**src/rtl/scr_pkg.sv**
```systemverilog
package scr_pkg;

    typedef enum logic {
        TX_SCRAMBLE = 1'b0,
        TX_PASS     = 1'b1
    } tx_state_t;

    typedef enum logic [1:0] {
        RX_PASS   = 2'd0,
        RX_HUNT   = 2'd1,
        RX_FLIP   = 2'd2,
        RX_LOCKED = 2'd3
    } rx_state_t;

    localparam int unsigned SYM_W_DEF    = 5;
    localparam int unsigned LFSR_W_DEF   = 11;
    localparam int unsigned TAP_B_DEF    = 9;
    localparam int unsigned ADDR_W_DEF   = 5;

endpackage

```
**src/rtl/scr_mode_latch.sv**
```systemverilog
module scr_mode_latch #(
    parameter int unsigned ADDR_W = 5,
    parameter int unsigned LFSR_W = 11,
    parameter logic [LFSR_W-ADDR_W-1:0] SEED_FIXED = '1
) (
    input  logic              clk,
    input  logic              rst_n,
    input  logic              bypass_i,
    input  logic              fiber_i,
    input  logic [ADDR_W-1:0] addr_i,
    output logic              bypass_o,
    output logic [LFSR_W-1:0] seed_o
);

    localparam int unsigned FIX_W = LFSR_W - ADDR_W;

    logic              bypass_live;
    logic              bypass_hold;
    logic [ADDR_W-1:0] addr_hold;
    logic [LFSR_W-1:0] seed_live;
    logic [LFSR_W-1:0] seed_hold;

    assign bypass_live = bypass_i | fiber_i;
    assign seed_live   = {SEED_FIXED[FIX_W-1:0], addr_i};
    assign seed_hold   = {SEED_FIXED[FIX_W-1:0], addr_hold};

    always_ff @(posedge clk) begin
        if (!rst_n) begin
            bypass_hold <= bypass_live;
            addr_hold   <= addr_i;
        end
    end

    // During reset the live values flow through so a single reset cycle is enough.
    assign bypass_o = rst_n ? bypass_hold : bypass_live;
    assign seed_o   = rst_n ? seed_hold   : seed_live;

endmodule

```
**src/rtl/scr_tx_path.sv**
```systemverilog
module scr_tx_path
    import scr_pkg::*;
#(
    parameter int unsigned SYM_W  = 5,
    parameter int unsigned LFSR_W = 11,
    parameter int unsigned TAP_B  = 9
) (
    input  logic              clk,
    input  logic              rst_n,
    input  logic              pass_i,
    input  logic [LFSR_W-1:0] seed_i,
    input  logic [SYM_W-1:0]  sym_i,
    output logic [SYM_W-1:0]  sym_o
);

    tx_state_t         state_q;
    tx_state_t         state_d;
    logic [LFSR_W-1:0] lfsr_q;
    logic [LFSR_W-1:0] lfsr_d;
    logic [SYM_W-1:0]  scr_sym;
    logic [SYM_W-1:0]  sym_q;
    logic              key;

    // Next state: the mode only changes through reset.
    always_comb begin
        state_d = state_q;
        unique case (state_q)
            TX_SCRAMBLE: state_d = TX_SCRAMBLE;
            TX_PASS:     state_d = TX_PASS;
        endcase
    end

    // Key generation, bit 0 of the code group first.
    always_comb begin
        lfsr_d  = lfsr_q;
        scr_sym = '0;
        key     = 1'b0;
        for (int i = 0; i < SYM_W; i++) begin
            key        = lfsr_d[LFSR_W-1] ^ lfsr_d[TAP_B-1];
            scr_sym[i] = sym_i[i] ^ key;
            lfsr_d     = {lfsr_d[LFSR_W-2:0], key};
        end
    end

    always_ff @(posedge clk) begin
        if (!rst_n) begin
            state_q <= pass_i ? TX_PASS : TX_SCRAMBLE;
        end else begin
            state_q <= state_d;
        end
    end

    always_ff @(posedge clk) begin
        if (!rst_n) begin
            lfsr_q <= seed_i;
            sym_q  <= '0;
        end else begin
            unique case (state_q)
                TX_SCRAMBLE: begin
                    lfsr_q <= lfsr_d;
                    sym_q  <= scr_sym;
                end
                TX_PASS: begin
                    sym_q  <= sym_i;
                end
            endcase
        end
    end

    assign sym_o = sym_q;

endmodule

```
**src/rtl/scr_rx_path.sv**
```systemverilog
module scr_rx_path
    import scr_pkg::*;
#(
    parameter int unsigned SYM_W     = 5,
    parameter int unsigned LFSR_W    = 11,
    parameter int unsigned TAP_B     = 9,
    parameter int unsigned LOCK_BITS = 30,
    parameter int unsigned POL_BITS  = 30,
    parameter int unsigned LOSS_SYMS = 50000
) (
    input  logic             clk,
    input  logic             rst_n,
    input  logic             pass_i,
    input  logic [SYM_W-1:0] sym_i,
    output logic [SYM_W-1:0] sym_o,
    output logic             valid_o,
    output logic             pol_inv_o
);

    localparam int unsigned RUN_MAX = (LOCK_BITS > POL_BITS) ? LOCK_BITS : POL_BITS;
    localparam int unsigned RUN_W   = $clog2(RUN_MAX + 1);
    localparam int unsigned TMR_W   = $clog2(LOSS_SYMS + 1);
    localparam logic [RUN_W-1:0] RUN_SAT = RUN_W'(RUN_MAX);
    localparam logic [RUN_W-1:0] LOCK_C  = RUN_W'(LOCK_BITS);
    localparam logic [RUN_W-1:0] POL_C   = RUN_W'(POL_BITS);
    localparam logic [TMR_W-1:0] LOSS_C  = TMR_W'(LOSS_SYMS);

    rx_state_t         state_q;
    rx_state_t         state_d;
    logic [LFSR_W-1:0] lfsr_q;
    logic [LFSR_W-1:0] lfsr_d;
    logic [RUN_W-1:0]  one_run_q;
    logic [RUN_W-1:0]  one_run_d;
    logic [RUN_W-1:0]  zero_run_q;
    logic [RUN_W-1:0]  zero_run_d;
    logic [TMR_W-1:0]  tmr_q;
    logic [TMR_W-1:0]  tmr_inc;
    logic              inv_q;
    logic [SYM_W-1:0]  sym_eff;
    logic [SYM_W-1:0]  plain;
    logic [SYM_W-1:0]  sym_q;
    logic              valid_q;
    logic              hunting;
    logic              idle_seen;
    logic              lock_hit;
    logic              flip_hit;
    logic              expire;
    logic              pred;
    logic              dbit;

    assign sym_eff = inv_q ? ~sym_i : sym_i;
    assign hunting = (state_q == RX_HUNT);

    // Bit-serial descrambling with run tracking over one code group.
    always_comb begin
        lfsr_d     = lfsr_q;
        one_run_d  = one_run_q;
        zero_run_d = zero_run_q;
        plain      = '0;
        pred       = 1'b0;
        dbit       = 1'b0;
        for (int i = 0; i < SYM_W; i++) begin
            pred     = lfsr_d[LFSR_W-1] ^ lfsr_d[TAP_B-1];
            dbit     = sym_eff[i] ^ pred;
            plain[i] = dbit;
            if (hunting) begin
                lfsr_d = {lfsr_d[LFSR_W-2:0], ~sym_eff[i]};
            end else begin
                lfsr_d = {lfsr_d[LFSR_W-2:0], pred};
            end
            if (dbit) begin
                zero_run_d = '0;
                if (one_run_d != RUN_SAT) one_run_d = one_run_d + RUN_W'(1);
            end else begin
                one_run_d = '0;
                if (zero_run_d != RUN_SAT) zero_run_d = zero_run_d + RUN_W'(1);
            end
        end
    end

    assign lock_hit  = (one_run_d >= LOCK_C);
    assign flip_hit  = (zero_run_d >= POL_C);
    assign idle_seen = (one_run_d >= LOCK_C);
    assign tmr_inc   = tmr_q + TMR_W'(1);
    assign expire    = !idle_seen && (tmr_inc >= LOSS_C);

    // Next state.
    always_comb begin
        state_d = state_q;
        unique case (state_q)
            RX_PASS:   state_d = RX_PASS;
            RX_HUNT: begin
                if (lock_hit)      state_d = RX_LOCKED;
                else if (flip_hit) state_d = RX_FLIP;
            end
            RX_FLIP:   state_d = RX_HUNT;
            RX_LOCKED: if (expire) state_d = RX_HUNT;
        endcase
    end

    // State register.
    always_ff @(posedge clk) begin
        if (!rst_n) begin
            state_q <= pass_i ? RX_PASS : RX_HUNT;
        end else begin
            state_q <= state_d;
        end
    end

    // Datapath and outputs.
    always_ff @(posedge clk) begin
        if (!rst_n) begin
            lfsr_q     <= '0;
            one_run_q  <= '0;
            zero_run_q <= '0;
            tmr_q      <= '0;
            inv_q      <= 1'b0;
            sym_q      <= '0;
            valid_q    <= pass_i;
        end else begin
            unique case (state_q)
                RX_PASS: begin
                    sym_q   <= sym_i;
                    valid_q <= 1'b1;
                end
                RX_HUNT: begin
                    lfsr_q     <= lfsr_d;
                    one_run_q  <= lock_hit ? one_run_d : (flip_hit ? '0 : one_run_d);
                    zero_run_q <= flip_hit ? '0 : zero_run_d;
                    tmr_q      <= '0;
                    sym_q      <= '0;
                    valid_q    <= 1'b0;
                end
                RX_FLIP: begin
                    lfsr_q     <= '0;
                    one_run_q  <= '0;
                    zero_run_q <= '0;
                    inv_q      <= ~inv_q;
                    sym_q      <= '0;
                    valid_q    <= 1'b0;
                end
                RX_LOCKED: begin
                    lfsr_q     <= lfsr_d;
                    one_run_q  <= expire ? '0 : one_run_d;
                    zero_run_q <= '0;
                    tmr_q      <= (idle_seen || expire) ? '0 : tmr_inc;
                    sym_q      <= plain;
                    valid_q    <= 1'b1;
                end
            endcase
        end
    end

    assign sym_o     = sym_q;
    assign valid_o   = valid_q;
    assign pol_inv_o = inv_q;

endmodule

```
**src/rtl/symbol_scrambler.sv**
```systemverilog
module symbol_scrambler
    import scr_pkg::*;
#(
    parameter int unsigned SYM_W     = SYM_W_DEF,
    parameter int unsigned LFSR_W    = LFSR_W_DEF,
    parameter int unsigned TAP_B     = TAP_B_DEF,
    parameter int unsigned ADDR_W    = ADDR_W_DEF,
    parameter logic [LFSR_W-ADDR_W-1:0] SEED_FIXED = 6'b100110,
    parameter int unsigned LOCK_BITS = 30,
    parameter int unsigned POL_BITS  = 30,
    parameter int unsigned LOSS_SYMS = 50000
) (
    input  logic              clk,
    input  logic              rst_n,
    input  logic              cfg_bypass_i,
    input  logic              cfg_fiber_i,
    input  logic [ADDR_W-1:0] phy_addr_i,
    input  logic [SYM_W-1:0]  tx_sym_i,
    output logic [SYM_W-1:0]  tx_sym_o,
    input  logic [SYM_W-1:0]  rx_sym_i,
    output logic [SYM_W-1:0]  rx_sym_o,
    output logic              rx_valid_o,
    output logic              rx_pol_inv_o
);

    logic              mode_bypass;
    logic [LFSR_W-1:0] tx_seed;

    scr_mode_latch #(
        .ADDR_W     (ADDR_W),
        .LFSR_W     (LFSR_W),
        .SEED_FIXED (SEED_FIXED)
    ) u_mode (
        .clk      (clk),
        .rst_n    (rst_n),
        .bypass_i (cfg_bypass_i),
        .fiber_i  (cfg_fiber_i),
        .addr_i   (phy_addr_i),
        .bypass_o (mode_bypass),
        .seed_o   (tx_seed)
    );

    scr_tx_path #(
        .SYM_W  (SYM_W),
        .LFSR_W (LFSR_W),
        .TAP_B  (TAP_B)
    ) u_tx (
        .clk    (clk),
        .rst_n  (rst_n),
        .pass_i (mode_bypass),
        .seed_i (tx_seed),
        .sym_i  (tx_sym_i),
        .sym_o  (tx_sym_o)
    );

    scr_rx_path #(
        .SYM_W     (SYM_W),
        .LFSR_W    (LFSR_W),
        .TAP_B     (TAP_B),
        .LOCK_BITS (LOCK_BITS),
        .POL_BITS  (POL_BITS),
        .LOSS_SYMS (LOSS_SYMS)
    ) u_rx (
        .clk       (clk),
        .rst_n     (rst_n),
        .pass_i    (mode_bypass),
        .sym_i     (rx_sym_i),
        .sym_o     (rx_sym_o),
        .valid_o   (rx_valid_o),
        .pol_inv_o (rx_pol_inv_o)
    );

endmodule

```
**config.mk**
```make
export PLATFORM = sky130hd
export DESIGN_NAME = symbol_scrambler
export DESIGN_NICKNAME = d
export VERILOG_FILES = /design/src/rtl/scr_pkg.sv /design/src/rtl/scr_mode_latch.sv /design/src/rtl/scr_tx_path.sv /design/src/rtl/scr_rx_path.sv /design/src/rtl/symbol_scrambler.sv
export SDC_FILE = /design/constraint.sdc
export NUM_CORES = 1
export LEC_CHECK = 0
export CAP_MARGIN = 20
export CORE_MARGIN = 3
export CORE_UTILIZATION = 50
export CTS_BUF_LIST = sky130_fd_sc_hd__clkbuf_8
export DETAILED_ROUTE_END_ITERATION = 6
export HOLD_SLACK_MARGIN = 0.05
export PLACE_DENSITY_LB_ADDON = 0.15
export SETUP_SLACK_MARGIN = 0.15
export SLEW_MARGIN = 20
export SYNTH_ARGS = -nofsm -noshare
export SYNTH_HDL_FRONTEND = slang
export SYNTH_SLANG_ARGS = --single-unit
```
**constraint.sdc**
```tcl
create_clock -name clk -period 20.2 [get_ports clk]
set_input_delay 2.02 -clock clk [delete_from_list [all_inputs] [get_ports clk]]
set_output_delay 2.02 -clock clk [all_outputs]
set_load 0.01 [all_outputs]
```
After elaboration in Yosys (flattened, before gate mapping)
Index checks and enable logic that the tools add are counted.
{ "word_totals": {"register_bits": 64, "output_inout_bits": 12, "word_cells": 136} }
{ "classes": {"reduce_logical": 13, "n_mux": 51, "n_bitwise": 29, "order_cmp": 3, "eq_ne": 16, "add_sub_neg": 11} }
{ "ops": {"columns": ["op", "n"], "rows": [
  ["$mux W5", 27],
  ["$add A5 B1 Y5 const B", 10],
  ["$ne A5 B5 Y1 const B", 10],
  ["$pmux W16 S2", 1],
  ["$pmux W5 S3", 2],
  ["$pmux W11 S2", 1],
  ["$pmux W5 S2", 2],
  ["$xor A1 B1 Y1", 20],
  ["$add A16 B1 Y16 const B", 1],
  ["$ge A16 B16 Y1 const B", 1],
  ["$mux W16", 1],
  ["$ge A5 B5 Y1 const B", 2],
  ["$mux W1", 10],
  ["$mux W2", 4],
  ["$pmux W2 S4", 1],
  ["$reduce_or A2 Y1", 4],
  ["$not A1 Y1", 7],
  ["$reduce_bool A2 Y1", 3],
  ["$not A5 Y5", 1],
  ["$eq A2 B2 Y1 const B", 2],
  ["$ne A4 B4 Y1 const B", 1],
  ["$pmux W1 S2", 2],
  ["$ne A3 B2 Y1 const B", 1],
  ["$reduce_bool A3 Y1", 1],
  ["other kinds (8)", 8]
]} }

Depth between registers and ports, before layout
Gate-level depths: netlist (run 1).
{ "depth": {"word_depth": 22, "depth_mapped": 34} }

Hierarchy
From an unflattened synthesis (run 1), not the netlist that was laid out.
{ "unflattened": {"cells_unflattened": 645, "hier_area_um2": 5735.5} }
{ "modules_own_cells": {"columns": ["module", "area_each_um2", "seq_area_each_um2", "cells_each", "n_inst"], "rows": [
  ["scr_rx_path", 4692.0, 940.9, 563, 1],
  ["scr_tx_path", 718.2, 460.4, 58, 1],
  ["scr_mode_latch", 325.3, 170.2, 24, 1]
]} }

Least setup slack after synthesis (run 1)
Ideal clock, no wire load.
{ "synth_timing": {"kind": "input to register", "start": "input port rx_sym_i[0]", "end": "register u_rx.one_run_q[3]", "setup_time_ps": 61, "path_stages": 29, "setup_slack_ps": 12395, "t_arrival_ps": 7744, "t_required_ps": 20139, "cell_sequence": "xnor2_2 > xor2_1 > buf_4 > nor2_1 > ha_1 > inv_1 > a211oi_1 > nand2_1 > o311ai_2 > ha_1 > inv_1 > or4_1 > nor3_1 > xnor2_1 > or2_0 > clkbuf_1 > ha_1 > and3_1 > and3_1 > xnor2_1 > nor2_1 > inv_1 > ha_1 > or2_2 > and4b_1 > mux2_2 > nand4_2 > a311oi_2 > a32o_1"} }
{ "synth_between": {"elab_chain_len": 21} }
{ "synth_rtl": {"columns": ["item", "line_no", "rtl"], "rows": [
  ["from (decl)", "symbol_scrambler.sv:20", "input logic [SYM_W-1:0] rx_sym_i,"],
  ["$not A5 Y5", "scr_rx_path.sv:51", "assign sym_eff = inv_q ? ~sym_i : sym_i;"],
  ["$mux W5 (*)", "scr_rx_path.sv:51", null],
  ["$xor A1 B1 Y1 (*)", "scr_rx_path.sv:64", "dbit = sym_eff[i] ^ pred;"],
  ["$mux W5", "scr_rx_path.sv:71", "if (dbit) begin"],
  ["$add A5 B1 Y5 or $ne A5 B5 Y1 (tied branches)", "scr_rx_path.sv:73", "if (one_run_d != RUN_SAT) one_run_d = one_run_d + RUN_W'(1);"],
  ["$mux W5", "scr_rx_path.sv:73", null],
  ["$mux W5", "scr_rx_path.sv:71", null],
  ["$add A5 B1 Y5 or $ne A5 B5 Y1 (tied branches)", "scr_rx_path.sv:73", null],
  ["[5 not listed]", null, null],
  ["$add A5 B1 Y5 or $ne A5 B5 Y1 (tied branches)", "scr_rx_path.sv:73", null],
  ["$mux W5", "scr_rx_path.sv:73", null],
  ["$mux W5", "scr_rx_path.sv:71", null],
  ["$ge A5 B5 Y1", "scr_rx_path.sv:81, scr_rx_path.sv:83", null],
  ["$logic_not A1 Y1", "scr_rx_path.sv:85", "assign expire = !idle_seen && (tmr_inc >= LOSS_C);"],
  ["$logic_and A1 B1 Y1", "scr_rx_path.sv:85", null],
  ["$mux W5", "scr_rx_path.sv:144", "one_run_q <= expire ? '0 : one_run_d;"],
  ["$pmux W5 S3 (*)", "scr_rx_path.sv:121", "unique case (state_q)"],
  ["to (signal assigned)", "scr_rx_path.sv:128", "one_run_q <= lock_hit ? one_run_d : (flip_hit ? '0 : one_run_d);"],
  ["to (signal assigned)", "scr_rx_path.sv:144", null],
  ["to (decl)", "scr_rx_path.sv:32", "logic [RUN_W-1:0] one_run_q;"]
]} }
Every way passes the cells marked *; elsewhere a longest branch is shown, timed or not.
A chain may end at the register's enable or synchronous reset.

Final worst setup path (run 1)
{ "layout_timing": {"start": "input port rx_sym_i[0]", "end": "register u_rx.tmr_q[11]"} }
{ "layout_between": {"elab_chain_len": 22} }
{ "layout_rtl": {"columns": ["item", "line_no", "rtl"], "rows": [
  ["$not A5 Y5", "scr_rx_path.sv:51", null],
  ["$mux W5 (*)", "scr_rx_path.sv:51", null],
  ["$xor A1 B1 Y1 (*)", "scr_rx_path.sv:64", null],
  ["$mux W5 (*)", "scr_rx_path.sv:71", null],
  ["$add A5 B1 Y5 or $ne A5 B5 Y1 (tied branches)", "scr_rx_path.sv:73", null],
  ["$mux W5 (*)", "scr_rx_path.sv:73", null],
  ["$mux W5 (*)", "scr_rx_path.sv:71", null],
  ["$add A5 B1 Y5 or $ne A5 B5 Y1 (tied branches)", "scr_rx_path.sv:73", null],
  ["[6 not listed]", null, null],
  ["$mux W5 (*)", "scr_rx_path.sv:73", null],
  ["$mux W5 (*)", "scr_rx_path.sv:71", null],
  ["$ge A5 B5 Y1 (*)", "scr_rx_path.sv:83", "assign idle_seen = (one_run_d >= LOCK_C);"],
  ["$logic_not A1 Y1", "scr_rx_path.sv:85", null],
  ["$logic_and A1 B1 Y1", "scr_rx_path.sv:85", null],
  ["$logic_or A1 B1 Y1 (*)", "scr_rx_path.sv:146", "tmr_q <= (idle_seen || expire) ? '0 : tmr_inc;"],
  ["$mux W16 (*)", "scr_rx_path.sv:146", null],
  ["$pmux W16 S2 (*)", "scr_rx_path.sv:121", null],
  ["to (signal assigned)", "scr_rx_path.sv:146", null],
  ["to (decl)", "scr_rx_path.sv:36", "logic [TMR_W-1:0] tmr_q;"]
]} }
Marks and branches as above.

==> Flow_metrics.wiki, run 1 <==
{| class="wikitable"
! Metric !! Value
|-
| Result of the run || finished, final reports clean
|-
| Global-route wire length before repair || just over 20,000 um
|-
| Number of max-slew violations in the final report || 0
|-
| Number of warnings printed during yosys synthesis || 0
|-
| Portion of the post-synthesis area used by sequential elements || 26.0%
|-
| Largest net degree at the start of global routing || 41
|-
| Area share of the leading cell type in the synthesized netlist || 21.4%
|-
| Share of final-layout standard cells stronger than drive strength 1 || a little over 8%
|-
| Peak supply drop || 0.0597 mV
|-
| Number of antenna-violating nets in the routed design || 0
|-
| First-pass iteration count of the detailed router || 7
|-
| Achievable frequency || 110 MHz
|-
| Cell type with the largest total area after synthesis || sky130_fd_sc_hd__dfxtp_1
|-
| Post-synthesis cell count || 652
|-
| TritonCTS clock tree || built
|-
| Clock transition time at the flip-flop clock pins of the worst setup and hold paths || about 0.07 ns
|-
| Maximum level of the CTS H-tree || 3
|-
| Die span in y || ~110 um
|-
| Area of combinational cells with multiple inputs || about 0.0036 sq mm
|-
| Number of setup violations in the final report || 0
|-
| Flip-flop and latch count after synthesis || 64
|-
| DRC errors left || 0
|-
| Buffer and inverter count on the worst path || 5
|-
| WS Path Type || in2reg
|-
| Clock buffers created by TritonCTS || 9
|-
| Final period utilization || about 45%
|-
| Ratio of routed vias to standard cells || 6.00
|-
| Area growth from synthesis to layout || 10.2%
|-
| Worst Skew || between 0.01 and 0.015 ns
|-
| Capturing element type of the critical path || flop
|-
| Instance count on the critical path || 29
|-
| Hold violation count in the final report || 0
|-
| Placed standard-cell area || 0.00559 sq mm
|-
| Slew at the pin with the worst max-slew slack || 0.951 ns
|-
| Final routed wire length divided by cell count || 15.1 um
|-
| Aggregate global-route resource usage || 21.0%
|-
| Dominant synthesized flop cell || sky130_fd_sc_hd__dfxtp_1
|-
| Number of instances in the placed design || 789
|-
| Gp weighted congestion || a little over 0.9
|-
| Cells on Worst Hold Path || 2
|-
| Final core occ || 57.9%
|-
| Async SR Flop Fraction || 0%
|-
| Type of the tightest min-delay check || reg2reg
|-
| Horiz. Die Dim || 108 um
|-
| Initial standard-cell utilization of the core || 52.5%
|-
| Crit path max fanout || 22
|-
| DRT Wirelength || 12,100 um
|-
| Unrepaired setup endpoints after global routing || false
|-
| Static leakage || 2.14 nW
|-
| Number of antenna violations at the first check in global routing || 0
|-
| Global route total overflow || 0
|-
| Synthesized net count || 698
|-
| Number of gates resized after cts || 0
|-
| Largest incremental delay on the critical path || 0.80 ns
|-
| Post-synth EDFFs || 8
|-
| Count of clock tree sinks || 64
|-
| Total Die Area || around 0.012 sq mm
|-
| First-iteration detailed-routing DRC count || roughly 280
|-
| Worst hold slack || 0.452 ns
|-
| Most Frequent Cell on Critical Path || sky130_fd_sc_hd__ha_1
|-
| Cell area after layout || 0.00576 sq mm
|-
| PD cells || 82.7 mW/mm^2
|-
| Std cell rows || 36
|-
| Overall via count from detail_route || 4,829
|-
| Vias in the first global route || 4,525
|-
| Clock insertion delay at the later pin of the skew report || 0.34 ns
|-
| Number of primary I/O pins || 31
|-
| Relative slew slack || 36.6%
|-
| Number of non-filler instances in the completed layout || 805
|-
| Startpoint class of the critical path || input pin
|-
| Number of setup buffers added after CTS || 0
|-
| Synthesized area || approximately 0.0052 sq mm
|-
| Floorplan core area || 0.00995 sq mm
|-
| Synthesized area divided by synthesized cell count || 8.02 sq um
|-
| Count of antenna diodes in the layout || 0
|-
| Cell class contributing the biggest share of worst-path delay || simple AND/OR/NAND/NOR gates
|-
| # nets final || 713
|-
| Detailed placement HPWL || between 9000 and 10,000 um
|-
| Max-capacitance violation count || 0
|-
| Hold buffer count at CTS || 0
|-
| CP Data Required Time || 20.47 ns
|-
| Critical Path AT || 9.34 ns
|-
| Number of buffers on the longest clock path || 2
|-
| Number of input and output port buffers inserted || 30
|-
| Post-layout minimum cycle time || a little over 9 ns
|-
| Aggregate negative setup slack || 0 ns
|-
| Leading cell types by total area after synthesis || sky130_fd_sc_hd__dfxtp_1 (21%), sky130_fd_sc_hd__ha_1 (6.5%), sky130_fd_sc_hd__edfxtp_1 (4.6%)
|-
| Sequential cell area in the final layout || approximately 0.0014 sq mm
|-
| Clk Tree Root Cell || sky130_fd_sc_hd__clkbuf_8
|-
| Synth cell types || 85
|-
| Slowest cell on crit path || sky130_fd_sc_hd__a41oi_2
|-
| Total of fill cells in the finished design || 943
|-
| Worst Reg2Reg Path Length in Cells || 29
|}
## path summary, 6_finish.rpt
kind / from / endpoint / slack, ns
hold / removal: u_mode.bypass_hold / u_mode.bypass_hold / 0.45
setup / recovery: rx_sym_i[0] / u_rx.tmr_q[11] / 11.12
setup reg to reg: u_rx.one_run_q[0] / u_rx.tmr_q[11] / 12.59
hold reg to reg: u_mode.bypass_hold / u_mode.bypass_hold / 0.45
## final cells by class
cell class              instances  area share [%]
repair buffers                 37            6.12
well taps                     133            2.89
multi-input cells             524            62.3
clock inverters                 7           0.825
flip-flops and latches         64            23.6
inverters                      31            2.06
clock buffers                   9            2.15
## layer usage
metal | vias to the layer above | share of wire (%) | global-route usage (%)
li1 | 2456 | - | -
met1 | 2254 | 48 | 28.2
met2 | 96 | 47 | 35.1
met3 | 23 | 2.9 | 2.09
met4 | 0 | 2.3 | 8.03
met5 | - | 0 | 0
## state kept, by name (all words and copies together), names as in the netlist
signal,flops
u_rx.sym_o,5
u_rx.zero_run_q,5
u_tx.sym_o,5
u_rx.pol_inv_o,1
u_tx.state_q,1
u_mode.bypass_hold,1
u_rx.valid_o,1
u_rx.lfsr_q,11
u_rx.state_q,2
u_rx.tmr_q,16
u_rx.one_run_q,5
u_tx.lfsr_q,11
## cell usage after synthesis (all sizes together) (10+ instances only)
cell,n
xnor2,29
mux2i,15
and3,18
nand3,22
nor3,21
nand2,45
o21ai,29
nor2,63
or3,17
and2,11
dfxtp,56
nor4,11
a22oi,10
ha,27
clkbuf,15
inv,31
a31oi,22
a211oi,15
xor2,12
buf,18
a21oi,39
## logic make-up (layout without fill, tap and decap cells)
family          Yosys count  count (layout)  share of synthesized area, %
simple gates            252             252                          26.0
fa+ha+maj                27              27                          6.46
buf+inv                  64              84                          5.24
xor+xnor                 41              41                          7.44
compound gates          188             188                          25.7
mux                      16              16                          3.09
flops                    64              64                          26.0
## stage by stage
stage / total power (W) / setup WS, ns
after CTS: 0.000478 / 11.25
after detailed placement: 0.000380 / 10.90
after global routing: 0.000511 / 10.53
final: 0.000477 / 11.12
after global placement: 0.000377 / 11.24
after floorplan: 0.000325 / 12.40
## worst reg2reg max path, delay by kind of cell, from the launching register on
kind,cells,cell delay (ns)
simple gates,10,2.51
buf+inv,4,0.30
compound gates,6,2.25
flops,1,0.45
xor+xnor,3,0.47
fa+ha+maj,5,1.24
mux,1,0.32
## power by group
group	internal (W)	leakage (nW)	switching, W
registers	0.000140	0.535	0.0000110
clock network	0.0000442	0.0753	0.0000528
logic	0.0000873	1.53	0.000142
## cell usage in the layout, fill, tap and decap left out, types with 4 or more instances in the layout
cell type	count
sky130_fd_sc_hd__nor3_1	20
sky130_fd_sc_hd__buf_4	7
sky130_fd_sc_hd__a21oi_1	38
sky130_fd_sc_hd__a21boi_0	4
sky130_fd_sc_hd__nand4_1	5
sky130_fd_sc_hd__nand3_1	22
sky130_fd_sc_hd__and2_1	9
sky130_fd_sc_hd__a21o_1	6
sky130_fd_sc_hd__nor2b_1	9
sky130_fd_sc_hd__o21ai_0	25
sky130_fd_sc_hd__clkdlybuf4s50_1	30
sky130_fd_sc_hd__a22oi_1	9
sky130_fd_sc_hd__a31oi_1	21
sky130_fd_sc_hd__edfxtp_1	8
sky130_fd_sc_hd__dfxtp_1	56
sky130_fd_sc_hd__a41oi_1	4
sky130_fd_sc_hd__nor3b_1	7
sky130_fd_sc_hd__ha_1	27
sky130_fd_sc_hd__a211oi_1	14
sky130_fd_sc_hd__clkinvlp_4	4
sky130_fd_sc_hd__and3_1	15
sky130_fd_sc_hd__nand2_1	44
sky130_fd_sc_hd__or3_1	17
sky130_fd_sc_hd__o21ai_1	4
sky130_fd_sc_hd__and4_1	5
sky130_fd_sc_hd__a22o_1	6
sky130_fd_sc_hd__nor4_1	10
sky130_fd_sc_hd__o211ai_1	7
sky130_fd_sc_hd__nand2b_1	6
sky130_fd_sc_hd__o22ai_1	4
sky130_fd_sc_hd__xor2_1	11
sky130_fd_sc_hd__clkbuf_8	9
sky130_fd_sc_hd__a211o_1	5
sky130_fd_sc_hd__inv_1	30
sky130_fd_sc_hd__xnor2_1	26
sky130_fd_sc_hd__a32o_1	4
sky130_fd_sc_hd__mux2i_1	15
sky130_fd_sc_hd__nor2_1	62
Note: power is estimated with default switching activity, not from simulation.
==> run 2, diff against run 1 <==
==> constraint.sdc (replaced) <==
create_clock -name clk -period 9.5 [get_ports clk]
set_input_delay 0.95 -clock clk [delete_from_list [all_inputs] [get_ports clk]]
set_output_delay 0.95 -clock clk [all_outputs]
set_load 0.01 [all_outputs]
==> run 2 against run 1 <==
  * Flip-flop and latch count did not move
  * Wire length rose by 0.69%
  * Total power rose by 120%
  * Utilization rose by 0.40 points
  * Register-to-register slack got worse by 11 ns
  * Clock power rose to 2.6 times the previous value
  * Global-route usage rose by 0.38 points
  * Highest routed layer unchanged
  * Critical path type unchanged
  * Combinational power rose by 110%
  * Non-clock buffer count did not move
  * Critical endpoint unchanged
==> Flow_metrics.wiki, run 2 (synthesis results as in run 1) <==
{| class="wikitable"
! Metric !! Value
|-
| Std cell rows || 36 (unchanged)
|-
| First-iteration detailed-routing DRC count || 328 (+15%)
|-
| Leading registers by flop count || u_rx.tmr_q x16, u_rx.lfsr_q x11, u_tx.lfsr_q x11
|-
| Clk Tree Root Cell || sky130_fd_sc_hd__clkbuf_8
|-
| TritonCTS clock tree || built
|-
| Final core occ || 58.3% (+0.40 points)
|-
| Share of final-layout standard cells stronger than drive strength 1 || 7.89% (-0.30 points)
|-
| Global-route wire length before repair || 20,800 um (+1.8%)
|-
| Final routed wire length divided by cell count || 15.2 um (+0.69%)
|-
| Startpoint class of the critical path || input pin
|-
| Vias in the first global route || 4,531 (+0.13%)
|-
| Slew at the pin with the worst max-slew slack || 0.958 ns (+0.00707 ns)
|-
| Worst Skew || 0.00930 ns (-0.00264 ns)
|-
| Number of max-slew violations in the final report || 0 (unchanged)
|-
| Number of setup violations in the final report || 0 (unchanged)
|-
| WS Path Type || in2reg
|-
| Type of the tightest min-delay check || reg2reg
|-
| DRT Wirelength || 12,200 um (+0.69%)
|-
| Post-layout minimum cycle time || roughly 8.0 ns
|-
| Final period utilization || 84.1%
|-
| Achievable frequency || approximately 130 MHz
|-
| First-pass iteration count of the detailed router || 5 (-2)
|-
| Clock transition time at the flip-flop clock pins of the worst setup and hold paths || 0.07 ns (about the same)
|-
| Clock insertion delay at the later pin of the skew report || 0.34 ns (about the same)
|-
| Most Frequent Cell on Critical Path || sky130_fd_sc_hd__ha_1
|-
| Count of antenna diodes in the layout || 0 (unchanged)
|-
| Critical Path AT || 8.25 ns (-1.09 ns)
|-
| Initial standard-cell utilization of the core || 52.5% (unchanged)
|-
| Combinational share of power || 46.1% (-1.9 points)
|-
| Global route total overflow || 0 (unchanged)
|-
| Max reg flops || 16 (unchanged)
|-
| Aggregate global-route resource usage || 21.4% (+0.38 points)
|-
| Gp weighted congestion || 0.926 (+0.72%)
|-
| Most frequent standard cell in the layout excluding fill and tap cells || sky130_fd_sc_hd__nor2_1
|-
| Number of antenna violations at the first check in global routing || 0 (unchanged)
|-
| Met1 wire length || 5820 um (about the same)
|-
| Capturing element type of the critical path || flop
|-
| Static leakage || 2.18 nW (+1.6%)
|-
| Die span in y || 108 um (unchanged)
|-
| Unrepaired setup endpoints after global routing || false
|-
| Number of primary I/O pins || 31 (unchanged)
|-
| Horiz. Die Dim || 108 um (unchanged)
|-
| Total length of routed met3 wires || 369 um (+5.1%)
|-
| Number of antenna-violating nets in the routed design || 0 (unchanged)
|-
| Peak supply drop || 0.161 mV (+170%)
|-
| Maximum level of the CTS H-tree || 3 (unchanged)
|-
| Internal || 0.000629 W (+130%)
|-
| Detailed placement HPWL || 9160 um (+0.69%)
|-
| Clock buffers created by TritonCTS || 9 (unchanged)
|-
| Slowest cell on crit path || sky130_fd_sc_hd__a41oi_2
|-
| Overall via count from detail_route || 4,846 (+0.35%)
|-
| Count of clock tree sinks || 64 (unchanged)
|-
| Result of the run || finished, final reports clean
|-
| Max-capacitance violation count || 0 (unchanged)
|-
| Aggregate negative setup slack || 0 ns (unchanged)
|-
| Number of input and output port buffers inserted || 30 (unchanged)
|-
| Largest net degree at the start of global routing || 41 (unchanged)
|-
| Hold buffer count at CTS || 0 (unchanged)
|-
| Total Die Area || 0.0117 sq mm (unchanged)
|-
| CP Data Required Time || 9.76 ns (-10.71 ns)
|-
| Number of gates resized after cts || 0 (unchanged)
|-
| # nets final || 713 (unchanged)
|-
| Floorplan core area || 0.00995 sq mm (unchanged)
|-
| PD cells || 183 mW/mm^2 (+120%)
|-
| Area growth from synthesis to layout || 11.0%
|-
| Largest incremental delay on the critical path || 0.81 ns (about the same)
|-
| Top routing layer in use || met4
|-
| Register ranked first by flip-flop count || u_rx.tmr_q
|-
| Net switching power of the design || 0.000434 W (+110%)
|-
| Number of buffers on the longest clock path || 2 (unchanged)
|-
| Part of the total power dissipated in the clock network || 23.7% (+3.4 points)
|-
| Number of setup buffers added after CTS || 0 (unchanged)
|-
| Switching portion of total power || 40.8% (-2.3 points)
|-
| DR WL met2 || 5850 um (+2.8%)
|-
| Total power of the final layout || 0.00106 W (+120%)
|-
| Crit path max fanout || 22 (unchanged)
|-
| Placed standard-cell area || 0.00559 sq mm (unchanged)
|-
| Ratio of routed vias to standard cells || 6.02 (+0.35%)
|-
| Cell area after layout || 0.00580 sq mm (+0.69%)
|-
| DRC errors left || 0 (unchanged)
|-
| Worst hold slack || 0.452 ns (-0.000137 ns)
|-
| Hold violation count in the final report || 0 (unchanged)
|-
| Relative slew slack || 36.1% (-0.47 points)
|-
| Top library cells by usage in the layout, fill and taps aside || sky130_fd_sc_hd__nor2_1 (62), sky130_fd_sc_hd__dfxtp_1 (56), sky130_fd_sc_hd__nand2_1 (44)
|-
| Part of the total power dissipated in sequential elements || 30.2% (-1.4 points)
|}
[run 2: cell count changes in the layout (fill, tap and decap cells not counted), sizes merged]
cell	change
bufinv	+2
clkinv	-1
clkinvlp	-3
inv	+2
[run 2: critical path, delay by kind of cell]
kind,cells,cell delay [ns]
xor+xnor,4,0.61
fa+ha+maj,4,1.01
buf+inv,5,0.87
mux,1,0.32
simple gates,9,2.27
compound gates,6,2.22
[run 2: per-layer routing]
metal	track usage, %	vias up
met3	3.22	16
met1	28.7	2280
met5	0	-
li1	-	2458
met2	35.4	92
met4	7.12	0
[run 2: area by class of cell]
class / count / area (sq um)
multi-input cells: 524 / 3590
inverters: 31 / 119
clock inverters: 7 / 87.6
clock buffers: 9 / 124
flip-flops and latches: 64 / 1360
repair buffers: 37 / 353
fillers: 916 / 4150
well taps: 133 / 166
[run 2: per-stage QoR]
stage               std cells  worst slack (ns)
finish                    805              1.51
global route              805             0.956
CTS                       805              1.59
detailed placement        789              1.25
global placement          789              1.61
floorplan                 652              2.77
[run 2: worst paths after layout]
check	from	end	slack, ns	cells after the start
max	rx_sym_i[0]	u_rx.tmr_q[11]	1.51	29
min	u_mode.bypass_hold	u_mode.bypass_hold	0.45	2
max reg2reg	u_rx.one_run_q[0]	u_rx.tmr_q[11]	1.93	29
min reg2reg	u_mode.bypass_hold	u_mode.bypass_hold	0.45	2
[run 2: power groups by stage]
stage / Clock (W) / Combinational [W] / Sequential, W
floorplan: 0 / 0.000370 / 0.000320
global placement: 0 / 0.000474 / 0.000327
detailed placement: 0 / 0.000481 / 0.000328
CTS: 0.000258 / 0.000485 / 0.000322
global route: 0.000270 / 0.000546 / 0.000325
finish: 0.000252 / 0.000490 / 0.000321
